`src/rtl/can_stat_pkg.sv`:
```
package can_stat_pkg;
    typedef enum logic [2:0] {
        ST_BOOT     = 3'd0,
        ST_IDLE     = 3'd1,
        ST_RX       = 3'd2,
        ST_TX       = 3'd3,
        ST_BO_HOLD  = 3'd4,
        ST_BO_RECOV = 3'd5
    } trk_state_e;

    localparam int STAT_W = 32;

    typedef struct packed {
        logic bus_off;
        logic err_warn;
        logic txing;
        logic rxing;
        logic tx_cmpl;
        logic tx_free;
        logic overrun;
        logic rx_full;
    } stat_byte_t;
endpackage

```
`src/rtl/can_busfree_counter.sv`:
```
module can_busfree_counter #(
    parameter int RUN_LEN = 11,
    parameter int SEQ_NUM = 128
) (
    input  logic clk,
    input  logic rst_n,
    input  logic bit_strobe,
    input  logic bus_bit,
    input  logic restart,
    input  logic seq_en,
    output logic run_done,
    output logic seq_final
);
    localparam int RUN_W = $clog2(RUN_LEN + 1);
    localparam int SEQ_W = $clog2(SEQ_NUM);
    localparam logic [RUN_W-1:0] RUN_LAST = RUN_W'(RUN_LEN - 1);
    localparam logic [SEQ_W-1:0] SEQ_LAST = SEQ_W'(SEQ_NUM - 1);

    typedef struct packed {
        logic [RUN_W-1:0] run;
        logic [SEQ_W-1:0] seq;
    } cnt_t;

    cnt_t cnt_d, cnt_q;

    always_comb begin
        cnt_d     = cnt_q;
        run_done  = 1'b0;
        seq_final = 1'b0;
        if (restart) begin
            cnt_d = '0;
        end else if (bit_strobe) begin
            if (!bus_bit) begin
                cnt_d.run = '0;
            end else if (cnt_q.run == RUN_LAST) begin
                run_done  = 1'b1;
                cnt_d.run = '0;
                if (seq_en) begin
                    seq_final = (cnt_q.seq == SEQ_LAST);
                    cnt_d.seq = cnt_q.seq + 1'b1;
                end
            end else begin
                cnt_d.run = cnt_q.run + 1'b1;
            end
        end
    end

    always_ff @(posedge clk or negedge rst_n) begin
        if (!rst_n) cnt_q <= '0;
        else        cnt_q <= cnt_d;
    end

    assert_run_bound_R6: assert property (@(posedge clk) disable iff (!rst_n)
        cnt_q.run <= RUN_LAST);
    assert_dominant_resets_R6: assert property (@(posedge clk) disable iff (!rst_n)
        (bit_strobe && !bus_bit) |=> (cnt_q.run == '0));
    assert_no_strobe_hold_R6: assert property (@(posedge clk) disable iff (!rst_n)
        (!bit_strobe && !restart) |=> $stable(cnt_q.run));
    assert_seq_idle_R5: assert property (@(posedge clk) disable iff (!rst_n)
        (!seq_en && !restart) |=> $stable(cnt_q.seq));
endmodule

```
`src/rtl/can_state_ctrl.sv`:
```
module can_state_ctrl
    import can_stat_pkg::*;
(
    input  logic clk,
    input  logic rst_n,
    input  logic run_done,
    input  logic seq_final,
    input  logic rx_start,
    input  logic tx_start,
    input  logic frame_end,
    input  logic frame_error,
    input  logic busoff_enter,
    input  logic busoff_clear,
    output logic restart,
    output logic seq_en,
    output logic tx_accept,
    output logic st_bus_off,
    output logic st_rxing,
    output logic st_txing
);
    trk_state_e state_d, state_q;

    always_comb begin
        state_d   = state_q;
        tx_accept = 1'b0;
        case (state_q)
            ST_BOOT:     if (run_done) state_d = ST_IDLE;
            ST_IDLE: begin
                if (tx_start) begin
                    state_d   = ST_TX;
                    tx_accept = !busoff_enter;
                end else if (rx_start) begin
                    state_d = ST_RX;
                end
            end
            ST_RX, ST_TX: if (frame_end || frame_error) state_d = ST_IDLE;
            ST_BO_HOLD:  if (busoff_clear) state_d = ST_BO_RECOV;
            ST_BO_RECOV: if (seq_final) state_d = ST_IDLE;
            default:     state_d = ST_BOOT;
        endcase
        if (busoff_enter) state_d = ST_BO_HOLD;
    end

    always_ff @(posedge clk or negedge rst_n) begin
        if (!rst_n) state_q <= ST_BOOT;
        else        state_q <= state_d;
    end

    always_comb begin
        restart    = !(state_q == ST_BOOT || state_q == ST_BO_RECOV);
        seq_en     = (state_q == ST_BO_RECOV);
        st_bus_off = (state_q == ST_BO_HOLD) || (state_q == ST_BO_RECOV);
        st_rxing   = (state_q != ST_IDLE);
        st_txing   = (state_q != ST_IDLE) && (state_q != ST_RX);
    end

    assert_busoff_entry_R5: assert property (@(posedge clk) disable iff (!rst_n)
        busoff_enter |=> (state_q == ST_BO_HOLD));
    assert_hold_until_clear_R5: assert property (@(posedge clk) disable iff (!rst_n)
        (state_q == ST_BO_HOLD && !busoff_clear && !busoff_enter) |=> (state_q == ST_BO_HOLD));
    assert_recov_until_final_R5: assert property (@(posedge clk) disable iff (!rst_n)
        (state_q == ST_BO_RECOV && !seq_final && !busoff_enter) |=> (state_q == ST_BO_RECOV));
    assert_boot_wait_R4: assert property (@(posedge clk) disable iff (!rst_n)
        (state_q == ST_BOOT && !run_done && !busoff_enter) |=> (state_q == ST_BOOT));
    assert_tx_priority_R7: assert property (@(posedge clk) disable iff (!rst_n)
        (state_q == ST_IDLE && tx_start && !busoff_enter) |=> (state_q == ST_TX));
endmodule

```
`src/rtl/can_flag_regs.sv`:
```
module can_flag_regs
    import can_stat_pkg::*;
(
    input  logic clk,
    input  logic rst_n,
    input  logic tx_accept,
    input  logic tx_release,
    input  logic tx_done,
    input  logic msg_done,
    input  logic frame_error,
    input  logic rxbuf_full,
    input  logic ovr_clear,
    input  logic err_warn,
    output logic fl_tx_cmpl,
    output logic fl_tx_free,
    output logic fl_overrun,
    output logic fl_rx_full,
    output logic fl_err_warn
);
    typedef struct packed {
        logic tx_cmpl;
        logic tx_free;
        logic overrun;
        logic rx_full;
        logic err_warn;
    } flag_t;

    flag_t flag_d, flag_q;
    logic  ovr_set;

    always_comb begin
        flag_d          = flag_q;
        ovr_set         = msg_done && rxbuf_full && !frame_error;
        if (tx_accept) begin
            flag_d.tx_cmpl = 1'b0;
            flag_d.tx_free = 1'b0;
        end
        if (tx_done)    flag_d.tx_cmpl = 1'b1;
        if (tx_release) flag_d.tx_free = 1'b1;
        if (ovr_clear)  flag_d.overrun = 1'b0;
        if (ovr_set)    flag_d.overrun = 1'b1;
        flag_d.rx_full  = rxbuf_full;
        flag_d.err_warn = err_warn;
    end

    always_ff @(posedge clk or negedge rst_n) begin
        if (!rst_n) flag_q <= '{tx_cmpl: 1'b1, tx_free: 1'b1, default: 1'b0};
        else        flag_q <= flag_d;
    end

    assign fl_tx_cmpl  = flag_q.tx_cmpl;
    assign fl_tx_free  = flag_q.tx_free;
    assign fl_overrun  = flag_q.overrun;
    assign fl_rx_full  = flag_q.rx_full;
    assign fl_err_warn = flag_q.err_warn;

    assert_abort_no_ovr_R8: assert property (@(posedge clk) disable iff (!rst_n)
        (!fl_overrun && (!msg_done || frame_error)) |=> !fl_overrun);
    assert_ovr_sticky_R8: assert property (@(posedge clk) disable iff (!rst_n)
        (fl_overrun && !ovr_clear) |=> fl_overrun);
    assert_ovr_set_wins_R8: assert property (@(posedge clk) disable iff (!rst_n)
        (msg_done && rxbuf_full && !frame_error && ovr_clear) |=> fl_overrun);
    assert_tx_start_clears_R10: assert property (@(posedge clk) disable iff (!rst_n)
        (tx_accept && !tx_done) |=> !fl_tx_cmpl);
endmodule

```
`src/rtl/can_status_tracker.sv`:
```
module can_status_tracker
    import can_stat_pkg::*;
#(
    parameter int         RUN_LEN    = 11,
    parameter int         SEQ_NUM    = 128,
    parameter int         ADDR_W     = 8,
    parameter logic [7:0] STATUS_OFS = 8'h08
) (
    input  logic                clk,
    input  logic                rst_n,
    input  logic                bit_strobe,
    input  logic                bus_bit,
    input  logic                rx_start,
    input  logic                tx_start,
    input  logic                frame_end,
    input  logic                frame_error,
    input  logic                busoff_enter,
    input  logic                busoff_clear,
    input  logic                msg_done,
    input  logic                rxbuf_full,
    input  logic                tx_release,
    input  logic                tx_done,
    input  logic                ovr_clear,
    input  logic                err_warn,
    input  logic                rd_en,
    input  logic [ADDR_W-1:0]   rd_addr,
    output logic [STAT_W-1:0]   rd_data
);
    localparam logic [ADDR_W-1:0] OFS = ADDR_W'(STATUS_OFS);

    logic run_done, seq_final, restart, seq_en, tx_accept;
    logic st_bus_off, st_rxing, st_txing;
    logic fl_tx_cmpl, fl_tx_free, fl_overrun, fl_rx_full, fl_err_warn;
    stat_byte_t stat_byte;
    logic [STAT_W-1:0] rd_d, rd_q;

    can_busfree_counter #(.RUN_LEN(RUN_LEN), .SEQ_NUM(SEQ_NUM)) u_cnt (
        .clk(clk), .rst_n(rst_n), .bit_strobe(bit_strobe), .bus_bit(bus_bit),
        .restart(restart), .seq_en(seq_en), .run_done(run_done), .seq_final(seq_final)
    );

    can_state_ctrl u_ctrl (
        .clk(clk), .rst_n(rst_n), .run_done(run_done), .seq_final(seq_final),
        .rx_start(rx_start), .tx_start(tx_start), .frame_end(frame_end),
        .frame_error(frame_error), .busoff_enter(busoff_enter), .busoff_clear(busoff_clear),
        .restart(restart), .seq_en(seq_en), .tx_accept(tx_accept),
        .st_bus_off(st_bus_off), .st_rxing(st_rxing), .st_txing(st_txing)
    );

    can_flag_regs u_flags (
        .clk(clk), .rst_n(rst_n), .tx_accept(tx_accept), .tx_release(tx_release),
        .tx_done(tx_done), .msg_done(msg_done), .frame_error(frame_error),
        .rxbuf_full(rxbuf_full), .ovr_clear(ovr_clear), .err_warn(err_warn),
        .fl_tx_cmpl(fl_tx_cmpl), .fl_tx_free(fl_tx_free), .fl_overrun(fl_overrun),
        .fl_rx_full(fl_rx_full), .fl_err_warn(fl_err_warn)
    );

    always_comb begin
        stat_byte = '{bus_off: st_bus_off, err_warn: fl_err_warn, txing: st_txing,
                      rxing: st_rxing, tx_cmpl: fl_tx_cmpl, tx_free: fl_tx_free,
                      overrun: fl_overrun, rx_full: fl_rx_full};
        rd_d = rd_q;
        if (rd_en) begin
            rd_d = (rd_addr == OFS) ? {{(STAT_W-8){1'b0}}, stat_byte} : '0;
        end
    end

    always_ff @(posedge clk or negedge rst_n) begin
        if (!rst_n) rd_q <= '0;
        else        rd_q <= rd_d;
    end

    assign rd_data = rd_q;

    assert_foreign_addr_zero_R1: assert property (@(posedge clk) disable iff (!rst_n)
        (rd_en && rd_addr != OFS) |=> (rd_data == '0));
    assert_busoff_both_busy_R3: assert property (@(posedge clk) disable iff (!rst_n)
        (rd_en && rd_addr == OFS && st_bus_off) |=> (rd_data[5:4] == 2'b11));
endmodule

```
`config.mk`:
```
export PLATFORM = sky130hd
export DESIGN_NAME = can_status_tracker
export DESIGN_NICKNAME = d
export VERILOG_FILES = /design/src/rtl/can_stat_pkg.sv /design/src/rtl/can_busfree_counter.sv /design/src/rtl/can_state_ctrl.sv /design/src/rtl/can_flag_regs.sv /design/src/rtl/can_status_tracker.sv
export SDC_FILE = /design/constraint.sdc
export NUM_CORES = 1
export LEC_CHECK = 0
export ABC_AREA = 1
export ABC_CLOCK_PERIOD_IN_PS = 1700
export CAP_MARGIN = 5
export CORE_MARGIN = 5
export CORE_UTILIZATION = 45
export DETAILED_ROUTE_END_ITERATION = 6
export GPL_TIMING_DRIVEN = 0
export PLACE_DENSITY = 0.8
export SYNTH_ARGS = -nofsm -noshare
export SYNTH_HDL_FRONTEND = slang
export SYNTH_SLANG_ARGS = --single-unit
```
`constraint.sdc`:
```
create_clock -name clk -period 1.7 [get_ports clk]
set_input_delay 0.34 -clock clk [delete_from_list [all_inputs] [get_ports clk]]
set_output_delay 0.34 -clock clk [all_outputs]
set_load 0.02 [all_outputs]
```
# == Word level (Yosys, flattened, before mapping) ==
# Index checks and enable logic that the tools add are counted.
# totals
input_bits,25
regBits,51
elab_cells,77
# op_classes
mux,32
eq_ne,19
addsub,2
reduce_logical,15
# ops
cell,count
two-way mux 11 bit,2
two-way mux 3 bit,7
two-way mux 7 bit,3
two-way mux 1 bit,15
case mux 3 bit (5 select lines),1
!= test 3 bit (second input constant),3
equality test 8 x 4 -> 1 bit (second input constant),1
two-way mux 4 bit,2
two-way mux 8 bit,1
!= test 2 bit (second input constant),4
adder 7 x 1 -> 7 bit (second input constant),1
equality test 7 bit (second input constant),1
equality test 3 x 2 -> 1 bit (second input constant),2
equality test 3 bit (second input constant),2
!= test 3 x 2 -> 1 bit (second input constant),2
nonzero test 2 bit,3
AND reduction 5 bit,1
adder 4 x 1 -> 4 bit (second input constant),1
equality test 4 bit (second input constant),1
!= test 4 bit (second input constant),1
AND reduction 4 bit,1
equality test 3 x 1 -> 1 bit (second input constant),1
logical AND 1 bit,3
zero test 3 bit,1
other kinds (5),8

# == Depth between registers and ports, before layout ==
# Gate-level depths: netlist of run 1.
# depth
ltp_word,9
ltp_mapped,9
mapped_depth_nobuf,9

# == Modules after synthesis ==
# Synthesis of run 1 repeated with hierarchy kept, for this count alone.
# unflattened
cells_unflattened,242
area_unflattened_um2,1776.7
# by_module_without_submodules
module,cells_per_inst,seq_area_each_um2,area_each_um2,instances
can_busfree_counter,82,275.3,660.6,1
can_status_tracker,88,200.2,611.8,1
can_state_ctrl,58,75.1,334.1,1
can_flag_regs,14,127.6,170.2,1

# == Worst setup path after synthesis of run 1 ==
# OpenSTA, ideal clock, no wires.
# synth_timing
kind,reg2reg
start,reg u_cnt.cnt_q[7] (netlist name)
end,reg u_ctrl.state_q[2]
path_buffers,0
t_arrival_ps,1225
stages_incl_launch_ff,10
setup_ps,118
period_less_slack_ps,1343
slack_ps,357
path_cell_list,dfrtp_1 inv_1 ha_1 nand2_1 nor2_4 nand2_1 a21oi_2 nand3b_1 nand2_1 nand2_1
# synth_between
elab_chain_cells,7
elab_cells_between_ends,12
# synth_rtl
item,line,text
from (decl),can_busfree_counter.sv:24,"cnt_t cnt_d, cnt_q;"
from (signal assigned),can_busfree_counter.sv:50,else cnt_q <= cnt_d;
equality test 4 bit *,can_busfree_counter.sv:35,end else if (cnt_q.run == RUN_LAST) begin
two-way mux 1 bit,can_busfree_counter.sv:35,
two-way mux 1 bit,can_busfree_counter.sv:33,if (!bus_bit) begin
two-way mux 1 bit,can_busfree_counter.sv:32,end else if (bit_strobe) begin
two-way mux 1 bit,can_busfree_counter.sv:30,if (restart) begin
!= test 3 bit (no source line),-,
AND reduction 5 bit (no source line) *,-,
to (signal assigned),can_state_ctrl.sv:46,else state_q <= state_d;
to (decl),can_state_ctrl.sv:21,"trk_state_e state_d, state_q;"
# Every way passes the cells marked *; elsewhere a longest branch is shown, timed or not.
# A chain may end at the register's enable or synchronous reset.

# == Worst setup path in the final report of run 1 ==
# layout_timing
start,"reg rd_q[6], in the netlist rd_data[6]"
end,out rd_data[6]
# layout_rtl
item,line,text
from (decl),can_status_tracker.sv:35,"logic [STAT_W-1:0] rd_d, rd_q;"
from (signal assigned),can_status_tracker.sv:70,else rd_q <= rd_d;
to (decl),can_status_tracker.sv:27,output logic [STAT_W-1:0] rd_data
# No word-level cell between the ends.

==> key figures, run 1 <==
Min path
  • Min-Delay Path Class: input port to asynchronous set/reset pin

STA
  • Min cycle time layout: between 1.5 and 2 ns
  • WHS: 0.449 ns
  • Setup-failing EPs final: 0
  • Fin. Hold Viols: 0
  • Unrepaired setup endpoints after global routing: false
  • Rel. slew slack: 0.566
  • Setup ws final: 0.105 ns
  • Transition time of the tightest slew-check pin: 0.649 ns
  • Fmax achieved: 0.627 GHz
  • Slew Limit Fails: 0
  • Clock skew: 0.00576 ns
  • Tcrit/Tclk final: 0.938

Routing
  • Initial DRC Count: 70
  • Final ANT Viol Nets: 0
  • Total Wirelength: 3.20 mm
  • # DRC: 0
  • Via/cell ratio: about 4.4
  • Drt wl/cell: 10.5 um
  • Detailed Routing Iterations Pass 1: 4
  • Vias: 1353

Final layout
  • Diode count: 0
  • Layout cells sized above 1: 0.183
  • Commonest non-fill, non-tap cells in the layout: clkdlybuf4s50_1 (32), nand2_1 (31), buf_4 (25), dfrtp_1 (25)
  • Layout area overhead: 32.4%
  • Finished Cell Area: around 2200 um2
  • # nets final: 286
  • Leading cell type in the layout, fill and taps excluded: clkdlybuf4s50_1

Pwr
  • Pleak: ~1.1 nW
  • Worst vdd ir: approximately 0.00055 V
  • Cell Pwr Density: 882 nW/um2

Synth
  • Async S/R FF share, synth: 1.00
  • Post-synth EDFFs: 0
  • Synthesis-stage register bit count: 27
  • Netlist Area Pre-Place: between 1500 and 2000 um2
  • Register area share after synthesis: 0.414
  • Synth warn: 0
  • Gate Count Post-Synth: 197
  • Cell variety after synth: 31
  • Mean Syn Cell Area: approximately 8.3 um2
  • Synth Flop Type: dfrtp_1

CTS
  • Hold buffer count at CTS: 0
  • CTS sink count: 27
  • Root buf cell: clkbuf_8
  • Setup Buffers After CTS: 0
  • Cts bufs inserted: 3
  • Clock H-tree levels: 1
  • Max Root-Sink Buffers: 2
  • CTS resizes: 0
  • Clock latency on the worst-skew pair: approximately 0.28 ns
  • CTS tree: done
  • CTS clock-pin slew for the worst setup and hold paths: 0.10 ns

Floorplan
  • Core Footprint: approximately 3600 um2
  • IO Pins: 57
  • Die area: 4950 um2
  • Initial Util: 0.454
  • Die W: 70.3 um
  • Die height: approximately 70 um
  • Row cnt: 22

Worst setup path
  • WP data required: 1.36 ns
  • R2r endpoint: u_ctrl.state_q[0]
  • CP max-delay cell: clkdlybuf4s50_1
  • Setup CP Type: register to output pin
  • Crit-path leading delay family: buffers and inverters
  • Critical Path Stages: 1
  • Critical Path, Cell by Cell: clkdlybuf4s50_1
  • Reg2reg path depth: 9
  • CP Launch Type: register
  • CP endpoint kind: output pin
  • R2R setup slack: 0.23 ns
  • CP bufs+invs: 1
  • Worst EP arrival: roughly 1.3 ns
  • Worst-path fanout max: 2
  • Worst R2R Start: u_cnt.cnt_q[7]
  • Critical path's largest stage delay: 0.61 ns

Global route
  • Largest net degree at the start of global routing: 28
  • Initial antenna violation count: 0
  • First-pass GRT wire length: 5.34 mm
  • Gr usage total: 0.133
  • Vias in the first global route: 1249
  • Total global routing overflow: 0

Placed design
  • Post-detail-place hpwl: about 2.6 mm
  • DP Worst Slack: -0.0836 ns
  • Gpl congestion: 0.793
  • Placed Area: between 2000 and 2500 um2
  • Port Buffers: 32

Run status
  • Status: completed

Run
  • Max_cap viols: 0
## flip-flops by register name, summed over array words and instances (netlist names)
| register | cells |
|---|---|
| u_cnt.cnt_q | 11 |
| rd_data | 8 |
| u_ctrl.state_q | 3 |
| u_flags.fl_err_warn | 1 |
| u_flags.fl_overrun | 1 |
| u_flags.fl_rx_full | 1 |
| u_flags.fl_tx_cmpl | 1 |
| u_flags.fl_tx_free | 1 |
## worst max-delay path by stage
stage                                   end            from  slack, ns
final                            rd_data[6]      rd_data[6]       0.11
after global routing             rd_data[6]      rd_data[6]       0.05
after CTS                        rd_data[6]      rd_data[6]       0.09
after detailed placement     u_cnt.cnt_q[7]           rst_n      -0.08
after global placement       u_cnt.cnt_q[9]           rst_n       -0.1
after floorplan           u_ctrl.state_q[2]  u_cnt.cnt_q[7]       0.36
## layer usage
metal,GRT usage,part of all wire,vias to the layer above
met3,0.0201,0.051,4
met1,0.168,0.44,610
met4,0.0511,0.014,0
li1,-,-,709
met2,0.227,0.50,30
met5,0,0,-
## area by class of cell
cell class | instances | area [um2]
plain buffers | 26 | 203
well taps | 48 | 60.1
inverters | 26 | 97.6
multi-input cells | 141 | 746
clock inverters | 1 | 7.51
clock buffers | 3 | 41.3
flip-flops and latches | 27 | 678
fillers | 326 | 1440
repair buffers | 33 | 335
## power by group
group	leakage (nW)	switching (W)	internal (W)	total [W]
logic	0.722	0.000442	0.000313	0.000755
registers	0.357	0.0000728	0.000704	0.000777
clock network	0.0217	0.000213	0.000167	0.000380
total	1.10	0.000728	0.00118	0.00191
## logic make-up after synthesis
family	Yosys count	synth area share
flip-flops	27	0.414
other	1	0.00229
AND/OR/NAND/NOR	85	0.273
buffers and inverters	52	0.183
XOR/XNOR	1	0.00535
AO/OA/AOI/OAI	28	0.0986
adder cells (fa/ha/maj)	3	0.0229
## metrics by stage
step / setup TNS, ns / util / total power (W) / std cells
after detailed placement: -2.05 / 0.584 / 0.00153 / 300
after CTS: 0 / 0.597 / 0.00192 / 304
after floorplan: 0 / - / 0.00136 / 220
final: 0 / 0.601 / 0.00191 / 305
after global placement: -2.37 / 0.584 / 0.00152 / 300
after global routing: 0 / 0.601 / 0.00205 / 305
## cell usage after synthesis, drive strengths merged, types with 3 or more instances
library cell,n,area (um2)
a21oi,8,47.6
buf,26,203
dfrtp,25,626
ha,3,37.5
inv,25,93.8
nand2,34,150
nand3,22,128
nand4,4,40.0
nor2,20,87.6
o21ai,15,75.1
(Power assumes the default switching activity.)
==> run 2: changes to the inputs <==
==> constraint.sdc (replaced) <==
create_clock -name clk -period 1.7 [get_ports clk]
set_input_delay 0.255 -clock clk [delete_from_list [all_inputs] [get_ports clk]]
set_output_delay 0.255 -clock clk [all_outputs]
set_load 0.02 [all_outputs]
==> results of run 2 <==
Same layout as run 1 (identical final DEF). Status: completed.
Main changes from that run: setup slack after placement -0.0836 ns -> 0.00141 ns; setup slack after layout 0.105 ns -> 0.190 ns; hold slack 0.449 ns -> 0.364 ns
